`src/rtl/dsc_pkg.sv`:
```
package dsc_pkg;

    typedef enum logic [2:0] {
        ST_IDLE   = 3'd0,
        ST_LAUNCH = 3'd1,
        ST_CONV   = 3'd2,
        ST_HOLD   = 3'd3,
        ST_GAP    = 3'd4,
        ST_DRAIN  = 3'd5
    } dsc_state_e;

    localparam logic [1:0] DMA_MODE_FAST_BIT = 2'b10;

endpackage

```
`src/rtl/dsc_cfg_guard.sv`:
```
module dsc_cfg_guard #(
    parameter int STEP_W = 4
) (
    input  logic [STEP_W-1:0] m_len_i,
    input  logic [STEP_W-1:0] s_len_i,
    input  logic              auto_dly_i,
    input  logic              dma_en_i,
    input  logic [1:0]        dma_mode_i,
    input  logic              inj_req_i,
    output logic              len_err_o,
    output logic              dma_err_o,
    output logic              inj_rej_o
);
    // Step counts of the two converters must agree for lockstep operation.
    assign len_err_o = (m_len_i != s_len_i);

    // Auto-delay with DMA needs one of the multi-transfer modes (upper bit set).
    assign dma_err_o = auto_dly_i && dma_en_i
                       && ((dma_mode_i & dsc_pkg::DMA_MODE_FAST_BIT) == 2'b00);

    // Injected channels are not allowed together with auto-delay.
    assign inj_rej_o = inj_req_i && auto_dly_i;
endmodule

```
`src/rtl/dsc_step_track.sv`:
```
module dsc_step_track #(
    parameter int STEP_W = 4
) (
    input  logic              clk,
    input  logic              rst_n,
    input  logic              adv_i,
    input  logic [STEP_W-1:0] len_i,
    input  logic [STEP_W-1:0] grp_len_i,
    output logic [STEP_W-1:0] step_o,
    output logic              last_o,
    output logic              grp_end_o,
    output logic              grp_zero_o
);
    localparam logic [STEP_W-1:0] ONE = {{(STEP_W-1){1'b0}}, 1'b1};

    logic [STEP_W-1:0] step_q;
    logic [STEP_W-1:0] grp_q;

    assign step_o     = step_q;
    assign last_o     = (step_q == len_i);
    assign grp_end_o  = (grp_q == grp_len_i);
    assign grp_zero_o = (grp_q == '0);

    always_ff @(posedge clk or negedge rst_n) begin
        if (!rst_n) begin
            step_q <= '0;
            grp_q  <= '0;
        end else if (adv_i) begin
            if (last_o) begin
                // End of sequence: both counters restart.
                step_q <= '0;
                grp_q  <= '0;
            end else begin
                step_q <= step_q + ONE;
                grp_q  <= grp_end_o ? '0 : (grp_q + ONE);
            end
        end
    end
endmodule

```
`src/rtl/dsc_flags.sv`:
```
module dsc_flags (
    input  logic clk,
    input  logic rst_n,
    input  logic set_i,
    input  logic clr_i,
    input  logic eos_set_i,
    output logic valid_o,
    output logic eos_o
);
    logic valid_q;
    logic eos_q;

    assign valid_o = valid_q;
    assign eos_o   = eos_q;

    always_ff @(posedge clk or negedge rst_n) begin
        if (!rst_n) begin
            valid_q <= 1'b0;
            eos_q   <= 1'b0;
        end else begin
            // A fresh result beats a read in the same cycle.
            if (set_i) begin
                valid_q <= 1'b1;
            end else if (clr_i) begin
                valid_q <= 1'b0;
            end
            eos_q <= eos_set_i;
        end
    end
endmodule

```
`src/rtl/dual_sim_seq_ctrl.sv`:
```
module dual_sim_seq_ctrl #(
    parameter int STEP_W = 4
) (
    input  logic              clk,
    input  logic              rst_n,
    input  logic              trig_i,
    input  logic [STEP_W-1:0] m_len_i,
    input  logic [STEP_W-1:0] s_len_i,
    input  logic              disc_en_i,
    input  logic [STEP_W-1:0] disc_num_i,
    input  logic              auto_dly_i,
    input  logic              dma_en_i,
    input  logic [1:0]        dma_mode_i,
    input  logic              inj_req_i,
    input  logic              m_done_i,
    input  logic              rd_shared_i,
    input  logic              rd_master_i,
    output logic              start_o,
    output logic [STEP_W-1:0] step_o,
    output logic              res_valid_o,
    output logic              eos_o,
    output logic              cfg_err_o,
    output logic              inj_rej_o
);
    import dsc_pkg::*;

    dsc_state_e state_q;
    dsc_state_e state_d;

    logic len_err;
    logic dma_err;
    logic rd_any;
    logic trig_ok;
    logic step_done;
    logic eos_set;
    logic last_step;
    logic grp_end;
    logic grp_zero;

    dsc_cfg_guard #(.STEP_W(STEP_W)) u_guard (
        .m_len_i   (m_len_i),
        .s_len_i   (s_len_i),
        .auto_dly_i(auto_dly_i),
        .dma_en_i  (dma_en_i),
        .dma_mode_i(dma_mode_i),
        .inj_req_i (inj_req_i),
        .len_err_o (len_err),
        .dma_err_o (dma_err),
        .inj_rej_o (inj_rej_o)
    );

    dsc_step_track #(.STEP_W(STEP_W)) u_track (
        .clk       (clk),
        .rst_n     (rst_n),
        .adv_i     (step_done),
        .len_i     (m_len_i),
        .grp_len_i (disc_num_i),
        .step_o    (step_o),
        .last_o    (last_step),
        .grp_end_o (grp_end),
        .grp_zero_o(grp_zero)
    );

    dsc_flags u_flags (
        .clk      (clk),
        .rst_n    (rst_n),
        .set_i    (step_done),
        .clr_i    (rd_any),
        .eos_set_i(eos_set),
        .valid_o  (res_valid_o),
        .eos_o    (eos_o)
    );

    assign cfg_err_o = len_err || dma_err;
    assign rd_any    = rd_shared_i || rd_master_i;
    assign trig_ok   = trig_i && !cfg_err_o;

    // State register
    always_ff @(posedge clk or negedge rst_n) begin
        if (!rst_n) begin
            state_q <= ST_IDLE;
        end else begin
            state_q <= state_d;
        end
    end

    // Next-state logic
    always_comb begin
        state_d = state_q;
        unique case (state_q)
            ST_IDLE: begin
                if (trig_ok) state_d = ST_LAUNCH;
            end
            ST_LAUNCH: begin
                state_d = ST_CONV;
            end
            ST_CONV: begin
                if (m_done_i) begin
                    if (last_step) begin
                        state_d = auto_dly_i ? ST_DRAIN : ST_IDLE;
                    end else if (auto_dly_i) begin
                        state_d = ST_HOLD;
                    end else if (disc_en_i && grp_end) begin
                        state_d = ST_GAP;
                    end else begin
                        state_d = ST_LAUNCH;
                    end
                end
            end
            ST_HOLD: begin
                // The group counter was already restarted if the step closed a group.
                if (rd_any) begin
                    state_d = (disc_en_i && grp_zero) ? ST_GAP : ST_LAUNCH;
                end
            end
            ST_GAP: begin
                if (trig_ok) state_d = ST_LAUNCH;
            end
            ST_DRAIN: begin
                if (rd_any) state_d = ST_IDLE;
            end
            default: begin
                state_d = ST_IDLE;
            end
        endcase
    end

    // Output logic
    always_comb begin
        start_o   = (state_q == ST_LAUNCH);
        step_done = (state_q == ST_CONV) && m_done_i;
        eos_set   = step_done && last_step;
    end
endmodule

```
`config.mk`:
```
export PLATFORM = sky130hd
export DESIGN_NAME = dual_sim_seq_ctrl
export DESIGN_NICKNAME = d
export VERILOG_FILES = /design/src/rtl/dsc_pkg.sv /design/src/rtl/dsc_cfg_guard.sv /design/src/rtl/dsc_step_track.sv /design/src/rtl/dsc_flags.sv /design/src/rtl/dual_sim_seq_ctrl.sv
export SDC_FILE = /design/constraint.sdc
export NUM_CORES = 1
export LEC_CHECK = 0
export ABC_AREA = 1
export BUFFER_PORTS_ARGS = -buffer_cell sky130_fd_sc_hd__buf_4
export CORE_MARGIN = 4
export CORE_UTILIZATION = 34
export DETAILED_ROUTE_END_ITERATION = 7
export PLACE_DENSITY = 0.6
export SLEW_MARGIN = 30
export SYNTH_ARGS = -nofsm -noshare
export SYNTH_HDL_FRONTEND = slang
export SYNTH_SLANG_ARGS = --single-unit
```
`constraint.sdc`:
```
create_clock -name clk -period 1.25 [get_ports clk]
set_input_delay 0.125 -clock clk [delete_from_list [all_inputs] [get_ports clk]]
set_output_delay 0.125 -clock clk [all_outputs]
set_load 0.05 [all_outputs]
```
==> run_results.csv, run 1 <==
group,metric,value,unit
synthesis,avgSynthCellArea,6.43,um^2
detailed_routing,first_pass_iters,4,
flow_run,max_cap_viol_count,0,
cts,cts_sinks,13,
finish,final_cell_mix,"buf_4 (52), nand2_1 (48), inv_1 (17)",
die,num_io_pins,33,
sta,fmax,746,MHz
synthesis,yosysUniqueCellTypes,20,
worst_setup_path,cp_max_fo,3,
detailed_routing,ant_nets,0,
worst_setup_path,r2r-start,"state_q[1]",
grt,grt_overflow_total,0,
finish,multi_input_area,649,um^2
synthesis,synth.net_count,176,
cts,cts.htree.levels,1,
power_and_ir_drop,clkPwrFrac,0.085,
sta,hold_violations,0,
sta,rsz0062_at_grt,"true",
worst_setup_path,rr_worst_depth,8,
die,die_x,61.1,um
detailed_routing,viasPerCell,4.68,
sta,setup_viol,11,
power_and_ir_drop,ir_drop,0.00124,V
die,row_count,18,
die,core,2590,um^2
synthesis,ys.warnings.count,0,
finish,antenna_cells,0,
placed_design,dp_cells,232,
sta,whs,0.101,ns
worst_setup_path,cp.arrival,1.22,ns
detailed_routing,vias,1138,
finish,drive_gt1_frac,0.469,
outcome,violations,"negative setup slack",
finish,utilization,0.629,
placed_design,post-dp-hpwl,2040,um
cts,path_clk_slew,0.09,ns
power_and_ir_drop,power.density,1930,nW/um^2
cts,cts-buffers-inserted,3,
finish,layout.cells.non_filler,243,
worst_setup_path,cp-end-kind,"output pin",
power_and_ir_drop,p_seq_frac,0.243,
worst_hold_path,min_path_type,"in2reg",
detailed_routing,drc,0,
outcome,status,"finished with violations",
worst_hold_path,hold_end,"u_flags.valid_o",
finish,regArea,332,um^2
cts,cts.path.max_buffers,2,
synthesis,synth_cells,149,
detailed_routing,wl_per_cell,11.0,um
finish,syn_to_final_growth,69.8,%
worst_setup_path,start_kind,"flip-flop",
sta,relSlewSlack,0.827,
die,die_h,61.1,um
synthesis,ys_seq_area_frac,0.339,
power_and_ir_drop,internal_power,1.66,mW
worst_hold_path,holdCritStartpoint,"rd_shared_i",
sta,timing.final.max_slew_violations,0,
grt,grt_max_degree,14,
die,start_util,0.370,
finish,design_area,1630,um^2
power_and_ir_drop,combPwrFrac,0.672,
sta,timing.final.crit_share,1.07,
cts,root_buffer,"clkbuf_4",
synthesis,synth_area,958,um^2
cts,cts_tree,"yes",
grt,grt_pass1_vias,1054,
worst_setup_path,cp.required,1.12,ns
sta,setup_ws,-0.0913,ns
die,dieArea,3730,um^2
placed_design,io_buffer_count,31,
sta,skew,0.00262,ns
worst_setup_path,crit_type,"reg2out",
synthesis,ys_ff_latch,13,
worst_setup_path,rr_endpoint,"u_track.grp_q[1]",
worst_setup_path,rrSetupSlack,-0.06,ns
sta,worst_pin_slew,0.259,ns
power_and_ir_drop,sw_frac_of_total,0.472,
grt,grt_first_pass_wirelength,4170,um
sta,min_period,1.34,ns
worst_hold_path,hold_depth,4,
finish,final_common_cell,"buf_4",
cts,clock_latency,0.27,ns
grt,antenna_found_initial,0,
power_and_ir_drop,power.net_switching,1.48,mW
finish,fillers,230,
detailed_routing,wirelength,2670,um
finish,fin_nets,241,
power_and_ir_drop,p_leak,0.867,nW
grt,track_usage,0.148,
worst_setup_path,cp-startpoint,"state_q[0]",
placed_design,place_congestion,0.928,
placed_design,postPlaceCellArea,1410,um^2
detailed_routing,drt-initial-drc-count,15,
-- synth_stat cells --
library cell,number,share of area
nor2_2,2,0.013
ha_1,3,0.039
nand2_2,1,0.0065
o21ai_1,1,0.0052
nor3b_1,1,0.0078
inv_2,1,0.0039
nand4_1,3,0.020
xor2_1,4,0.037
nor3_1,4,0.021
a21oi_1,3,0.016
dfrtp_1,13,0.34
nand3_2,1,0.010
nor2_1,18,0.070
inv_1,23,0.090
nand2_1,52,0.20
nand2_4,1,0.012
nand3_1,10,0.052
o21ai_0,5,0.026
xnor2_1,2,0.018
inv_6,1,0.0091
-- cells by family after synthesis --
kind of cell | after synthesis | share of synthesized area
buffers and inverters | 25 | 0.103
XOR/XNOR | 6 | 0.0548
AND/OR/NAND/NOR | 93 | 0.416
AO/OA/AOI/OAI | 9 | 0.0470
adder cells (fa/ha/maj) | 3 | 0.0392
flip-flops | 13 | 0.339
-- repair_timing --
item / 4_1_cts / 5_1_grt
setup endpoints to repair: 11 / 13
endpoints found under the hold margin: 13 / 0
hold buffers: 1 / 0
setup buffers: 5 / 1
pin swaps: 1 / 6
resized for setup: 8 / 35
-- worst max-delay path, stage by stage (launching register included) --
cell and delay (ns):
dfrtp_1 0.38, inv_2 0.07, buf_6 0.12, nor3_4 0.19
buf_6 0.18
-- layer usage --
| layer | vias up | part of all wire | GRT usage |
|---|---|---|---|
| met5 | - | 0 | 0 |
| met1 | 514 | 0.42 | 0.176 |
| met4 | 0 | 0.019 | 0.0588 |
| li1 | 590 | - | - |
| met2 | 28 | 0.51 | 0.267 |
| met3 | 6 | 0.050 | 0.0210 |
-- power by group through the flow --
| stage | combinational (mW) | sequential (mW) | clock, mW |
|---|---|---|---|
| detailed placement | 1.77 | 0.747 | 0 |
| global placement | 1.74 | 0.739 | 0 |
| CTS | 1.91 | 0.736 | 0.270 |
| finish | 2.11 | 0.763 | 0.268 |
| global route | 2.29 | 0.781 | 0.295 |
| floorplan | 0.731 | 1.02 | 0 |
-- metrics by stage --
stage / setup slack (ns) / setup TNS (ns) / power, mW
finish: -0.0913 / -0.365 / 3.14
detailed placement: -0.0927 / -0.368 / 2.52
floorplan: -0.0896 / -0.282 / 1.75
CTS: -0.0680 / -0.524 / 2.92
global route: -0.147 / -1.36 / 3.37
global placement: -0.0443 / -0.0996 / 2.48
-- flip-flops by register name, summed over array words and instances (netlist names) --
| signal | cells |
|---|---|
| u_flags.valid_o | 1 |
| u_flags.eos_o | 1 |
| state_q | 3 |
| u_track.grp_q | 4 |
| u_track.step_o | 4 |
-- how the worst max path moves through the flow --
| stage | end | slack [ns] | cells past startpoint |
|---|---|---|---|
| after global routing | u_track.grp_q[2] | -0.15 | 10 |
| after global placement | state_q[0] | -0.04 | 9 |
| final | start_o | -0.09 | 4 |
| after detailed placement | state_q[0] | -0.09 | 9 |
| after floorplan | u_track.grp_q[3] | -0.09 | 9 |
| after CTS | start_o | -0.07 | 4 |
-- area by class of cell --
cell class                 instances  share of cell area
sequential                        13               0.204
timing repair buffer              60               0.294
tap                               30              0.0231
inverter                          25              0.0638
clock buffer                       4              0.0161
multi-input combinational        111               0.399
Power figures use the tool's default switching activity.
==> run 2, diff against run 1 <==
--- a/config.mk
+++ b/config.mk
@@ -8,10 +8,10 @@
 export ABC_AREA = 1
 export BUFFER_PORTS_ARGS = -buffer_cell sky130_fd_sc_hd__buf_4
 export CORE_MARGIN = 4
-export CORE_UTILIZATION = 34
+export CORE_UTILIZATION = 44
 export DETAILED_ROUTE_END_ITERATION = 7
-export PLACE_DENSITY = 0.6
-export SLEW_MARGIN = 30
+export PLACE_DENSITY = 0.74
+export SLEW_MARGIN = 0
 export SYNTH_ARGS = -nofsm -noshare
 export SYNTH_HDL_FRONTEND = slang
 export SYNTH_SLANG_ARGS = --single-unit
==> run_results.csv, run 2 (same netlist as run 1, synthesis figures left out) <==
group,metric,value,unit
outcome,status,"finished with violations",
outcome,violations,"negative setup slack",
worst_hold_path,holdCritStartpoint,"rd_shared_i",
detailed_routing,drc,0,
cts,root_buffer,"clkbuf_4",
worst_setup_path,cp.arrival,1.24,ns
sta,setup_viol,8,
cts,cts_tree,"yes",
worst_setup_path,r2r-start,"state_q[1]",
cts,cts_sinks,13,
grt,grt_pass1_vias,1036,
sta,timing.final.crit_share,1.09,
placed_design,io_buffer_count,31,
die,start_util,0.474,
detailed_routing,viasPerCell,4.76,
sta,worst_pin_slew,0.250,ns
finish,utilization,0.817,
die,dieArea,2990,um^2
grt,grt_first_pass_wirelength,4190,um
power_and_ir_drop,power.density,1960,nW/um^2
placed_design,place_congestion,0.861,
sta,hold_violations,0,
cts,clock_latency,0.28,ns
sta,totalNegativeSetupSlack,-0.552,ns
grt,track_usage,0.196,
finish,fin_nets,248,
worst_setup_path,start_kind,"flip-flop",
worst_setup_path,cp_max_fo,5,
power_and_ir_drop,p_leak,0.914,nW
die,die_x,54.7,um
cts,cts-buffers-inserted,3,
die,row_count,16,
detailed_routing,vias,1176,
sta,fmax,731,MHz
finish,fillers,123,
worst_setup_path,cp-startpoint,"state_q[1]",
sta,rsz0062_at_grt,"true",
finish,antenna_cells,0,
finish,syn_to_final_growth,72.5,%
worst_hold_path,min_path_type,"in2reg",
cts,cts.htree.levels,1,
sta,setup_ws,-0.119,ns
cts,cts.path.max_buffers,2,
detailed_routing,drt-initial-drc-count,24,
detailed_routing,ant_nets,0,
die,die_h,54.7,um
power_and_ir_drop,power,3.23,mW
sta,relSlewSlack,0.832,
placed_design,post-dp-hpwl,2080,um
grt,antenna_found_initial,0,
worst_setup_path,cp-end-kind,"output pin",
finish,final_common_cell,"buf_4",
cts,path_clk_slew,0.08,ns
worst_setup_path,cp.required,1.12,ns
detailed_routing,first_pass_iters,4,
detailed_routing,wirelength,2870,um
sta,whs,0.0863,ns
flow_run,max_cap_viol_count,0,
detailed_routing,wl_per_cell,11.6,um
finish,final_cell_mix,"buf_4 (60), nand2_1 (51), inv_1 (18)",
grt,grt_overflow_total,0,
finish,drive_gt1_frac,0.455,
worst_setup_path,crit_type,"reg2out",
power_and_ir_drop,ir_drop,0.00142,V
grt,grt_max_degree,14,
die,num_io_pins,33,
sta,skew,0.00251,ns
sta,min_period,1.37,ns
sta,timing.final.max_slew_violations,0,
die,core,2020,um^2
## run 2: cell count changes in the layout (fill, tap and decap cells not counted), moves of 2 or more
cell and delta:
buf_4 +8, nand2_2 -4, nor3_1 +2, nand2_1 +3, nor2_1 +2
## run 2: per-layer routing
layer  global-route usage  share of wire  up-vias
li1                     -              -      605
met1                0.246           0.42      529
met2                0.323           0.50       36
met3               0.0354          0.060        6
met4               0.0871          0.015        0
met5                    0              0        -
## run 2: worst max-delay path: stages, from the launching register on
cell and delay, ns:
dfrtp_2 0.45, buf_6 0.13, nor3_4 0.20, buf_6 0.18
## run 2: repair_timing
| action | 4_1_cts | 5_1_grt |
|---|---|---|
| gates resized for setup | 15 | 18 |
| hold buffers | 1 | 0 |
| pin swaps | 1 | 9 |
| setup buffers | 4 | 5 |
| hold endpoints to repair | 13 | 0 |
| endpoints found under the setup margin | 9 | 13 |
## run 2: power breakdown
| group | internal [mW] | total (mW) | switching (mW) |
|---|---|---|---|
| Combinational | 1.01 | 2.20 | 1.19 |
| Clock | 0.124 | 0.268 | 0.145 |
| Sequential | 0.593 | 0.761 | 0.168 |
| Total | 1.73 | 3.23 | 1.50 |
## run 2: path summary, 6_finish.rpt
| kind | endpoint | slack [ns] | depth (start not counted) |
|---|---|---|---|
| worst min register to register | u_flags.valid_o | 0.49 | 2 |
| worst min-delay path | u_flags.valid_o | 0.09 | 4 |
| max in group asynchronous | u_track.step_o[3] | 0.84 | 2 |
| worst max register to register | state_q[0] | -0.09 | 8 |
| worst max-delay path | start_o | -0.12 | 3 |
| min in group asynchronous | u_flags.valid_o | 0.22 | 2 |
## run 2: metrics by stage
| stage | cell area (um^2) | cells | setup slack (ns) |
|---|---|---|---|
| CTS | 1550 | 242 | -0.0783 |
| detailed placement | 1440 | 233 | -0.123 |
| finish | 1650 | 247 | -0.119 |
| global route | 1650 | 247 | -0.187 |
| floorplan | 977 | 149 | -0.0896 |
| global placement | 1440 | 233 | -0.0748 |
## run 2: layout make-up
cell class	count	area (um^2)	share of cell area
clock buffers	4	26.3	0.0159
multi-input cells	111	629	0.381
well taps	27	33.8	0.0204
repair buffers	67	528	0.319
inverters	25	104	0.0628
flip-flops and latches	13	332	0.201
==> run 3, diff against run 2 <==
--- a/config.mk
+++ b/config.mk
@@ -7,10 +7,12 @@
 export LEC_CHECK = 0
 export ABC_AREA = 1
 export BUFFER_PORTS_ARGS = -buffer_cell sky130_fd_sc_hd__buf_4
+export CAP_MARGIN = 20
 export CORE_MARGIN = 4
 export CORE_UTILIZATION = 44
 export DETAILED_ROUTE_END_ITERATION = 7
 export PLACE_DENSITY = 0.74
+export SKIP_LAST_GASP = 1
 export SLEW_MARGIN = 0
 export SYNTH_ARGS = -nofsm -noshare
 export SYNTH_HDL_FRONTEND = slang
==> run_results.csv, run 3 (same netlist as run 1, synthesis figures left out) <==
group,metric,value,unit
outcome,status,"finished with violations",
outcome,violations,"negative setup slack",
die,num_io_pins,33,
die,die_x,54.7,um
sta,fmax,731,MHz
power_and_ir_drop,combPwrFrac,0.679,
sta,relSlewSlack,0.825,
finish,design_area,1640,um^2
die,die_h,54.7,um
cts,cts.path.max_buffers,2,
cts,cts.htree.levels,1,
finish,utilization,0.811,
sta,setup_viol,9,
detailed_routing,first_pass_iters,4,
sta,skew,0.00478,ns
power_and_ir_drop,power.net_switching,1.49,mW
finish,final_common_cell,"buf_4",
worst_setup_path,cp_max_fo,3,
power_and_ir_drop,sw_frac_of_total,0.464,
worst_hold_path,min_path_type,"in2reg",
worst_hold_path,holdCritStartpoint,"rd_shared_i",
detailed_routing,drc,0,
worst_setup_path,crit_family,"flip-flops",
sta,rsz0062_at_grt,"true",
die,dieArea,2990,um^2
finish,syn_to_final_growth,71.1,%
die,core,2020,um^2
sta,timing.final.crit_share,1.09,
worst_setup_path,rrSetupSlack,-0.09,ns
placed_design,io_buffer_count,31,
grt,antenna_found_initial,0,
cts,path_clk_slew,0.09,ns
worst_setup_path,rr_worst_depth,9,
power_and_ir_drop,ir_drop,0.00138,V
finish,antenna_cells,0,
worst_setup_path,r2r-start,"state_q[0]",
die,start_util,0.474,
placed_design,place_congestion,0.861,
detailed_routing,viasPerCell,4.81,
cts,cts_sinks,13,
cts,root_buffer,"clkbuf_4",
detailed_routing,wl_per_cell,11.6,um
worst_setup_path,cp-end-kind,"output pin",
sta,timing.final.max_slew_violations,0,
power_and_ir_drop,clkPwrFrac,0.084,
placed_design,dp_cells,233,
worst_setup_path,crit_type,"reg2out",
detailed_routing,vias,1187,
grt,grt_overflow_total,0,
flow_run,max_cap_viol_count,0,
power_and_ir_drop,power.density,1950,nW/um^2
sta,worst_pin_slew,0.261,ns
power_and_ir_drop,p_leak,0.913,nW
finish,drive_gt1_frac,0.445,
worst_hold_path,hold_end,"u_flags.valid_o",
detailed_routing,ant_nets,0,
worst_setup_path,cp_slowest_cell,"dfrtp_1",
cts,cts_tree,"yes",
detailed_routing,drt-initial-drc-count,18,
worst_setup_path,start_kind,"flip-flop",
worst_setup_path,cp.arrival,1.24,ns
sta,min_period,1.37,ns
sta,setup_ws,-0.118,ns
sta,totalNegativeSetupSlack,-0.618,ns
power_and_ir_drop,power,3.21,mW
worst_setup_path,cp.required,1.12,ns
worst_hold_path,hold_depth,4,
power_and_ir_drop,internal_power,1.72,mW
worst_setup_path,worstPathCellList,"buf_4 > nor3_4 > buf_6",
die,row_count,16,
detailed_routing,wirelength,2870,um
grt,grt_pass1_vias,1049,
placed_design,preCtsSetupSlack,-0.123,ns
finish,fillers,127,
sta,hold_violations,0,
finish,final_cell_mix,"buf_4 (60), nand2_1 (51), inv_1 (18)",
placed_design,post-dp-hpwl,2080,um
worst_setup_path,path_buf_inv,2,
grt,grt_max_degree,14,
grt,track_usage,0.198,
placed_design,postPlaceCellArea,1440,um^2
grt,grt_first_pass_wirelength,4220,um
power_and_ir_drop,p_seq_frac,0.237,
worst_setup_path,max_stage_delay,0.43,ns
worst_setup_path,rr_endpoint,"u_track.step_o[2]",
sta,whs,0.0858,ns
cts,cts-buffers-inserted,3,
finish,fin_nets,248,
finish,layout.cells.non_filler,247,
cts,clock_latency,0.28,ns
==> run 3: cell counts in the layout (fill, tap and decap cells not counted) <==
Identical to the previous run, type by type.
==> run 3: timing repair <==
item,in CTS,in global routing
gates resized for setup,13,18
buffers inserted,4,5
endpoints found under the hold margin,13,0
pin swaps,1,8
endpoints found under the setup margin,9,13
hold buffers,1,0
==> run 3: power by group through the flow <==
stage	Combinational, mW	Sequential, mW	Clock, mW
floorplan	0.731	1.02	0
global placement	1.76	0.738	0
detailed placement	1.79	0.752	0
CTS	1.93	0.752	0.275
global route	2.36	0.782	0.303
finish	2.18	0.760	0.270
==> run 3: tightest hold or removal path, delay by kind of cell <==
family / cells / cell delay [ns]
buffers and inverters: 1 / 0.08
and+or+nand+nor: 3 / 0.13
==> run 3: worst max path at each step <==
stage	startpoint	endpoint	cells after the start
4_1_cts	state_q[0]	start_o	4
5_1_grt	u_track.grp_q[2]	u_track.grp_q[3]	9
2_1_floorplan	u_track.step_o[2]	u_track.grp_q[3]	9
3_5_place_dp	u_track.grp_q[0]	state_q[0]	9
3_3_place_gp	state_q[0]	state_q[2]	10
6_report	state_q[2]	start_o	3
==> run 3: final cells by class <==
cell class              instances  area (um^2)  area share
repair buffers                 67          528       0.322
clock buffers                   4         26.3      0.0160
multi-input cells             111          617       0.376
flip-flops and latches         13          332       0.202
inverters                      25          104      0.0633
well taps                      27         33.8      0.0206
==> run 3: metal layers <==
layer | global-route usage | up-vias | wire, um
li1 | - | 604 | -
met1 | 0.246 | 542 | 1190
met2 | 0.327 | 34 | 1460
met3 | 0.0354 | 7 | 167
met4 | 0.0913 | 0 | 47
met5 | 0 | - | 0
